--- config.mk ---
export PLATFORM = sky130hd
export DESIGN_NAME = fp2int_trunc
export DESIGN_NICKNAME = d
export VERILOG_FILES = /design/src/rtl/fp2int_trunc.sv
export SDC_FILE = /design/constraint.sdc
export NUM_CORES = 1
export LEC_CHECK = 0
export BUFFER_PORTS_ARGS = -buffer_cell sky130_fd_sc_hd__clkbuf_2
export CORE_ASPECT_RATIO = 0.7
export CORE_MARGIN = 2
export CORE_UTILIZATION = 59
export DETAILED_ROUTE_END_ITERATION = 12
export PLACE_DENSITY = 0.82
export SKIP_CTS_REPAIR_TIMING = 1
export SLEW_MARGIN = 0
export SYNTH_ARGS = -nofsm -noshare
export SYNTH_HDL_FRONTEND = slang
export SYNTH_SLANG_ARGS = --single-unit
--- constraint.sdc ---
create_clock -name clk -period 2.9 [get_ports clk]
set_clock_uncertainty 0.2 [all_clocks]
set_input_delay 0.87 -clock clk [delete_from_list [all_inputs] [get_ports clk]]
set_output_delay 0.87 -clock clk [all_outputs]
set_load 0.1 [all_outputs]
--- src/rtl/fp2int_trunc.sv ---
`timescale 1ns/1ps
module fp2int_trunc #(
  parameter int INT_W  = 32,
  parameter int MANT_W = 64,
  parameter int EXP_W  = 12
) (
  input  logic                    clk,
  input  logic                    rst_n,
  input  logic                    in_valid,
  input  logic [1:0]              in_class,
  input  logic                    in_sign,
  input  logic signed [EXP_W-1:0] in_exp,
  input  logic [MANT_W-1:0]       in_mant,
  output logic                    out_valid,
  output logic [INT_W-1:0]        out_int,
  output logic                    out_inexact,
  output logic                    out_invalid
);
  localparam int SH_W = $clog2(MANT_W);
  localparam logic [1:0] CLS_ZERO = 2'b00;
  localparam logic [1:0] CLS_NUM  = 2'b01;
  localparam logic signed [EXP_W-1:0] EXP_LIM = EXP_W'(INT_W);

  logic              exp_neg, exp_big, lost, mag_ovf;
  logic [SH_W-1:0]   shamt;
  logic [MANT_W-1:0] shifted, lost_mask;
  logic [INT_W-1:0]  mag, sat, res_d;
  logic              nx_d, nv_d;

  assign exp_neg   = in_exp[EXP_W-1];
  assign exp_big   = in_exp >= EXP_LIM;
  assign shamt     = SH_W'(MANT_W-1) - in_exp[SH_W-1:0];
  assign shifted   = in_mant >> shamt;
  assign lost_mask = ~({MANT_W{1'b1}} << shamt);
  assign lost      = |(in_mant & lost_mask);
  assign mag       = shifted[INT_W-1:0];
  assign mag_ovf   = mag[INT_W-1] && (!in_sign || |mag[INT_W-2:0]);
  assign sat       = {in_sign, {(INT_W-1){~in_sign}}};

  always_comb begin
    res_d = sat;
    nx_d  = 1'b0;
    nv_d  = 1'b1;
    if (in_class == CLS_ZERO) begin
      res_d = '0;
      nv_d  = 1'b0;
    end else if (in_class == CLS_NUM) begin
      if (exp_neg) begin
        res_d = '0;
        nx_d  = |in_mant;
        nv_d  = 1'b0;
      end else if (!exp_big && !mag_ovf) begin
        res_d = in_sign ? (~mag + 1'b1) : mag;
        nx_d  = lost;
        nv_d  = 1'b0;
      end
    end
  end

  always_ff @(posedge clk or negedge rst_n) begin
    if (!rst_n) begin
      out_valid   <= 1'b0;
      out_int     <= '0;
      out_inexact <= 1'b0;
      out_invalid <= 1'b0;
    end else begin
      out_valid <= in_valid;
      if (in_valid) begin
        out_int     <= res_d;
        out_inexact <= nx_d;
        out_invalid <= nv_d;
      end
    end
  end


  zero_class_chk: assert property (@(posedge clk) disable iff (!rst_n)
    in_valid && in_class == CLS_ZERO |=> out_int == '0 && !out_inexact && !out_invalid);

  nonfinite_chk: assert property (@(posedge clk) disable iff (!rst_n)
    in_valid && in_class[1] |=> out_invalid && out_int[INT_W-1] == $past(in_sign));

  sat_value_chk: assert property (@(posedge clk) disable iff (!rst_n)
    out_invalid |-> !out_inexact && out_int == {out_int[INT_W-1], {(INT_W-1){~out_int[INT_W-1]}}});

  sign_chk: assert property (@(posedge clk) disable iff (!rst_n)
    in_valid && in_class == CLS_NUM |=> out_invalid || out_int == '0 || out_int[INT_W-1] == $past(in_sign));

  valid_chk: assert property (@(posedge clk) disable iff (!rst_n)
    out_valid == $past(in_valid));

  hold_chk: assert property (@(posedge clk) disable iff (!rst_n)
    !in_valid |=> $stable(out_int) && $stable(out_inexact) && $stable(out_invalid));

  neg_exp_chk: assert property (@(posedge clk) disable iff (!rst_n)
    in_valid && in_class == CLS_NUM && in_exp < 0 |=> out_int == '0 && out_inexact && !out_invalid);
endmodule

==> metrics.txt, run 1 <==
Post-Place Worst Slack=-2110 ps; Synth Register Bits=35; Top FF cell, synth=dfrtp_1; Yosys cell types=83; syn_area_per_cell=roughly 8 um2; CTS root buf=clkbuf_16; H-tree levels=2; Area after DPL=12,300 um2; top-level I/O count=roughly 120; HPWL after detailed placement=around 40,000 um; GRT Total Usage=0.974; Starting Density=0.608; # clock sinks=35; Die Span X=147 um; Exit stage=global routing; number of synthesized flops with an enable pin=0; Synth top area share=0.146; global placement routability congestion=1.40; Num CTS Buffers=5; Buffers on Ports=approximately 120; Die Ht=104 um; area leader, netlist=mux4_2; asr flop ratio synth=1.00; Syn Inst Count=between 1,000 and 1,500; synth top area cells=mux4_2 (15%), mux2i_1 (11%), dfrtp_1 (10%); num rows=36; Post-Syn Area=8490 um2; placed insts=1,714; CTS max path bufs=2; outcome=aborted with a tool error; sequential area share after synthesis=0.103; largest net degree at the start of global routing=39; grt total ovfl=approximately 510; Synth Net Count=between 1,000 and 1,500; tool error=[ERROR GRT-0232] Routing congestion too high. Check the congestion heatmap in the GUI.; synth warn=0
[metrics by stage]
| step | util | hold slack [ps] |
|---|---|---|
| after floorplan | - | 374 |
| after global placement | 0.877 | 287 |
| after CTS | 0.889 | 314 |
| after detailed placement | 0.877 | 299 |
[per-layer routing]
layer | overflow | global-route usage
met1 | 44 | 0.952
met2 | 246 | 1.06
met3 | 53 | 0.907
met4 | 159 | 1.01
met5 | 6 | 0.763
[kinds of logic after synthesis]
kind of cell    share of synthesized area
compound gates                      0.289
flops                               0.103
mux                                 0.319
buf+inv                            0.0706
fa+ha+maj                         0.00619
simple gates                        0.202
xor+xnor                           0.0103
[cell usage after synthesis, types with 5 or more instances]
cell	n
nand3_1	20
xor2_1	6
buf_2	23
nand4_1	12
nor4_1	16
a32oi_1	5
mux2_2	44
buf_1	8
o22ai_1	30
o21ai_0	52
a22o_1	9
a21o_1	5
nor3_1	14
o32ai_1	6
a22oi_1	22
o31ai_1	9
nand2_1	102
a21oi_1	64
clkbuf_1	56
o211ai_1	13
nand2b_1	17
a2111oi_0	5
o21a_1	5
mux4_2	55
dfrtp_1	35
and3_1	7
a31oi_1	13
nor2_1	92
inv_1	38
or2_2	9
o221ai_1	25
nor2b_1	21
mux2i_1	96
and2_1	10
a221oi_1	8
a211oi_1	14
o2bb2ai_1	8
buf_4	8
==> run 2: changes to the inputs <==
--- a/config.mk
+++ b/config.mk
@@ -6,11 +6,10 @@
 export NUM_CORES = 1
 export LEC_CHECK = 0
 export BUFFER_PORTS_ARGS = -buffer_cell sky130_fd_sc_hd__clkbuf_2
-export CORE_ASPECT_RATIO = 0.7
 export CORE_MARGIN = 2
-export CORE_UTILIZATION = 59
+export CORE_UTILIZATION = 40
 export DETAILED_ROUTE_END_ITERATION = 12
-export PLACE_DENSITY = 0.82
+export PLACE_DENSITY_LB_ADDON = 0.15
 export SKIP_CTS_REPAIR_TIMING = 1
 export SLEW_MARGIN = 0
 export SYNTH_ARGS = -nofsm -noshare
==> run 2 against run 1 <==
Against the previous run:
- the flow now finishes, with violations (setup timing)
- area after synthesis unchanged
- synthesized cell count is the same
==> metrics.txt, run 2 <==
drt first pass iters=6; asr flop ratio synth=1.00; RSZ-0062 raised after global routing=yes; global placement routability congestion=1.09; Final WS setup=-1430 ps; simple-gate share of the synthesized area=0.202; fin crit share=1.49; DRC viols=0; Worst Tran Pin Value=910 ps; Finish-stage setup viols=34; DRT Wirelength=49,000 um; outcome=finished with violations; CP Launch Type=input pin; HPWL after detailed placement=40,100 um; # clock sinks=35; Top FF cell, synth=dfrtp_1; Synth Area in Compound Gates=0.289; crit path buf inv count=7; CTS max path bufs=2; Nets=1,677; synth warn=0; Reg2Reg Setup Slack=1560 ps; Die ar.=22,400 um2; mux contribution to synthesized area=0.319; Worst path slowest cell=or4b_4; Worst setup EP type=flop; fraction of layout cells with a size suffix above 1=0.503; most frequent cell after synthesis=nand2_1; worst min path class=flop to flop; num rows=53; Critical R2R Capture=out_int[28]; worst-skew pair later-pin latency=280 ps; grt total ovfl=0; worst vdd ir=0.220 mV; Synth Net Count=around 1,200; Yosys cell types=83; Layout area overhead=60.7%; GRT Total Usage=0.422; H-tree levels=2; CP cell instances=clkbuf_2 > buf_12 > buf_4 > buf_4 > mux4_2 > a22o_1 > nor4_2 > or4b_4 > nor4_4 > buf_4 > nand4_4 > buf_4 > o21ai_2 > buf_4 > xor2_2 > o221ai_2; max frequency=0.231 GHz; max reg flops=32; core area=20,900 um2; initial antenna violation count=0; area leader, netlist=mux4_2; Finished Core Util=0.653; Top reg by flops=out_int; Arrival @ worst endpoint=4290 ps; Die Ht=150 um; Multi-input gate area=roughly 7500 um2; critical path depth=16; Post-Syn Area=8490 um2; first-pass GRT wire length=71,100 um; Non-Filler Instances=1,871; Commonest cells post-synth=nand2_1 (102), mux2i_1 (96), nor2_1 (92); Starting Density=0.406; Setup CP Type=input pin to flop; largest net degree at the start of global routing=46; final antenna-violating net count=0; Worst Path Max Fanout=23; # fillers=1,837; number of max-cap violations=0; Reg2Reg Depth=5; CTS root buf=clkbuf_16; most common cell after layout, fill and taps aside=buf_4; number of synthesized flops with an enable pin=0; final hold violation count=0; cell mode on critical path=buf_4; sequential area share after synthesis=0.103; vias post-DR=12,100; Buffers on Ports=between 100 and 150; Req. time, crit path=approximately 2900 ps; top-level I/O count=117; Crit path max-delay family=buffers and inverters; vias per cell=6.45; number of global-route vias before repair=approximately 12,000; end point of the critical path=out_int[21]; Syn Inst Count=roughly 1,100; syn_area_per_cell=7.89 um2; hold slack final=307 ps; Synth Register Bits=35; synth top area cells=mux4_2 (15%), mux2i_1 (11%), dfrtp_1 (10%); pwr dens=326 nW/um2; CTS clk-pin slew, worst paths=60 ps; Adder-Cell Fraction of Synth Area=0.00619; Reg area=876 um2; Die Span X=150 um; crit path from=in_exp[0]; worst reg2reg path startpoint=out_int[28]; LEAKAGE=roughly 6.3 nW; largest family of logic cells by synthesized area=multiplexers; failing checks=setup timing; placed insts=approximately 1,800; Synth top area share=0.146; Synth Area in XOR/XNOR=0.0103; CTS tree=built; fin. max-slew vios=0; commonest cells after routing, fill and taps aside=buf_4 (462), clkbuf_2 (113), nand2_1 (100); fin crit period=4330 ps; crit-path max cell delay=540 ps; Num CTS Buffers=5; Slew HR=0.393; setup tns final=-46,220 ps; post-DR wirelength/cell=26.2 um; Starting DRT DRC Count=1,464
==> run 2: worst min-delay path by stage <==
stage                startpoint     endpoint  slack (ps)  depth (start not counted)
floorplan                 rst_n  out_inexact         370                          0
global placement    out_int[12]  out_int[12]         280                          2
detailed placement  out_int[12]  out_int[12]         300                          2
CTS                 out_int[12]  out_int[12]         320                          2
global route        out_inexact  out_inexact         330                          2
finish              out_inexact  out_inexact         310                          2
==> run 2: through the flow <==
stage | setup slack, ps | power [W] | instance area [um2]
floorplan | -1460 | 0.00219 | 8640
global placement | -2040 | 0.00355 | 12800
detailed placement | -2110 | 0.00356 | 12800
CTS | -1830 | 0.00420 | 13000
global route | -1520 | 0.00459 | 13600
finish | -1430 | 0.00444 | 13600
==> run 2: cells by family (layout without fill, tap and decap cells) <==
kind of cell,after synthesis,count (layout)
flip-flops,35,35
AO/OA/AOI/OAI,347,347
AND/OR/NAND/NOR,345,346
other,0,1
XOR/XNOR,10,10
multiplexers,196,196
buffers and inverters,138,656
adder cells (fa/ha/maj),5,5
==> run 2: layout make-up <==
type / count / area share
Tap cell: 275 / 0.0252
Clock buffer: 5 / 0.00918
Timing Repair Buffer: 608 / 0.340
Antenna cell: 1 / 0.000184
Sequential cell: 35 / 0.0642
Clock inverter: 3 / 0.00321
Inverter: 40 / 0.0110
Multi-Input combinational cell: 904 / 0.547
==> run 2: metal layers <==
layer	global-route usage	wire [um]	up-vias
met5	0	0	-
met1	0.516	18300	5702
met2	0.693	22300	871
met4	0.263	3740	0
met3	0.0698	4660	216
li1	-	-	5274
==> run 2: report_power, final <==
part / switching [W] / internal [W] / leakage [nW] / total (W)
combinational: 0.00189 / 0.00133 / 5.78 / 0.00322
sequential: 0.0000300 / 0.000546 / 0.442 / 0.000576
clock: 0.000237 / 0.000406 / 0.0838 / 0.000643
==> run 2: worst register-to-register path: cells and delay by family (launching register included) <==
| family | cells | cell delay [ps] |
|---|---|---|
| flops | 1 | 380 |
| compound gates | 2 | 280 |
| simple gates | 3 | 360 |
No activity file was read; power rests on OpenSTA's default activity.
==> run 3: changes to the inputs <==
--- a/config.mk
+++ b/config.mk
@@ -7,7 +7,7 @@
 export LEC_CHECK = 0
 export BUFFER_PORTS_ARGS = -buffer_cell sky130_fd_sc_hd__clkbuf_2
 export CORE_MARGIN = 2
-export CORE_UTILIZATION = 40
+export CORE_UTILIZATION = 60
 export DETAILED_ROUTE_END_ITERATION = 12
 export PLACE_DENSITY_LB_ADDON = 0.15
 export SKIP_CTS_REPAIR_TIMING = 1
==> constraint.sdc (replaced) <==
create_clock -name clk -period 4.7 [get_ports clk]
set_clock_uncertainty 0.2 [all_clocks]
set_input_delay 1.41 -clock clk [delete_from_list [all_inputs] [get_ports clk]]
set_output_delay 1.41 -clock clk [all_outputs]
set_load 0.1 [all_outputs]
==> run 3 against run 2 <==
Against the previous run:
- the flow now stops in global routing
- synthesized cell count stayed put
- area after synthesis stayed put
==> metrics.txt, run 3 <==
Die Ht=123 um; synth top area cells=mux4_2 (15%), mux2i_1 (11%), dfrtp_1 (10%); Die Span X=123 um; number of synthesized flops with an enable pin=0; # clock sinks=35; Commonest cells post-synth=nand2_1 (102), mux2i_1 (96), nor2_1 (92); CTS max path bufs=2; Buffers on Ports=around 120; synth warn=0; num rows=43; H-tree levels=2; Starting Density=0.614; placed insts=1,663; Syn Inst Count=between 1,000 and 1,500; syn_area_per_cell=7.89 um2; outcome=aborted with a tool error; GRT repair_timing worst endpoint=out_int[30]$_DFFE_PN0P_/D; CTS root buf=clkbuf_16; asr flop ratio synth=1.00; top-level I/O count=approximately 120; grt total ovfl=491; Num CTS Buffers=5; area leader, netlist=mux4_2; Synth Register Bits=35; Synth top area share=0.146; Post-Syn Area=8490 um2; largest net degree at the start of global routing=36; most frequent cell after synthesis=nand2_1; HPWL after detailed placement=~37,000 um; Worst-path end type=sequential cell input; Top FF cell, synth=dfrtp_1; Synth Net Count=1,159; GRT Total Usage=0.944; sequential area share after synthesis=0.103; tool error=[ERROR GRT-0232] Routing congestion too high. Check the congestion heatmap in the GUI.; Exit stage=global routing; global placement routability congestion=1.27; Yosys cell types=83; Area after DPL=12,000 um2
run 3: cell counts after synthesis:
No cell type changed its count.
run 3: metrics by stage:
stage / TNS [ps] / setup WS [ps] / hold slack, ps / utilization
global placement: -15820 / -568 / 290 / 0.867
floorplan: -1840 / -197 / 763 / -
detailed placement: -21500 / -741 / 293 / 0.867
CTS: -11450 / -456 / 310 / 0.879
run 3: cell families after synthesis:
group | count (synthesis) | share of synthesized area
AOI/OAI and AO/OA | 347 | 0.289
and+or+nand+nor | 345 | 0.202
muxes | 196 | 0.319
buffers and inverters | 138 | 0.0706
DFF | 35 | 0.103
xor gates and xnor gates | 10 | 0.0103
adders and majority gates | 5 | 0.00619
run 3: per-layer routing:
metal | GRT usage | overflow
met3 | 0.828 | 41
met1 | 0.909 | 41
met4 | 1.02 | 142
met5 | 0.677 | 5
met2 | 1.06 | 262
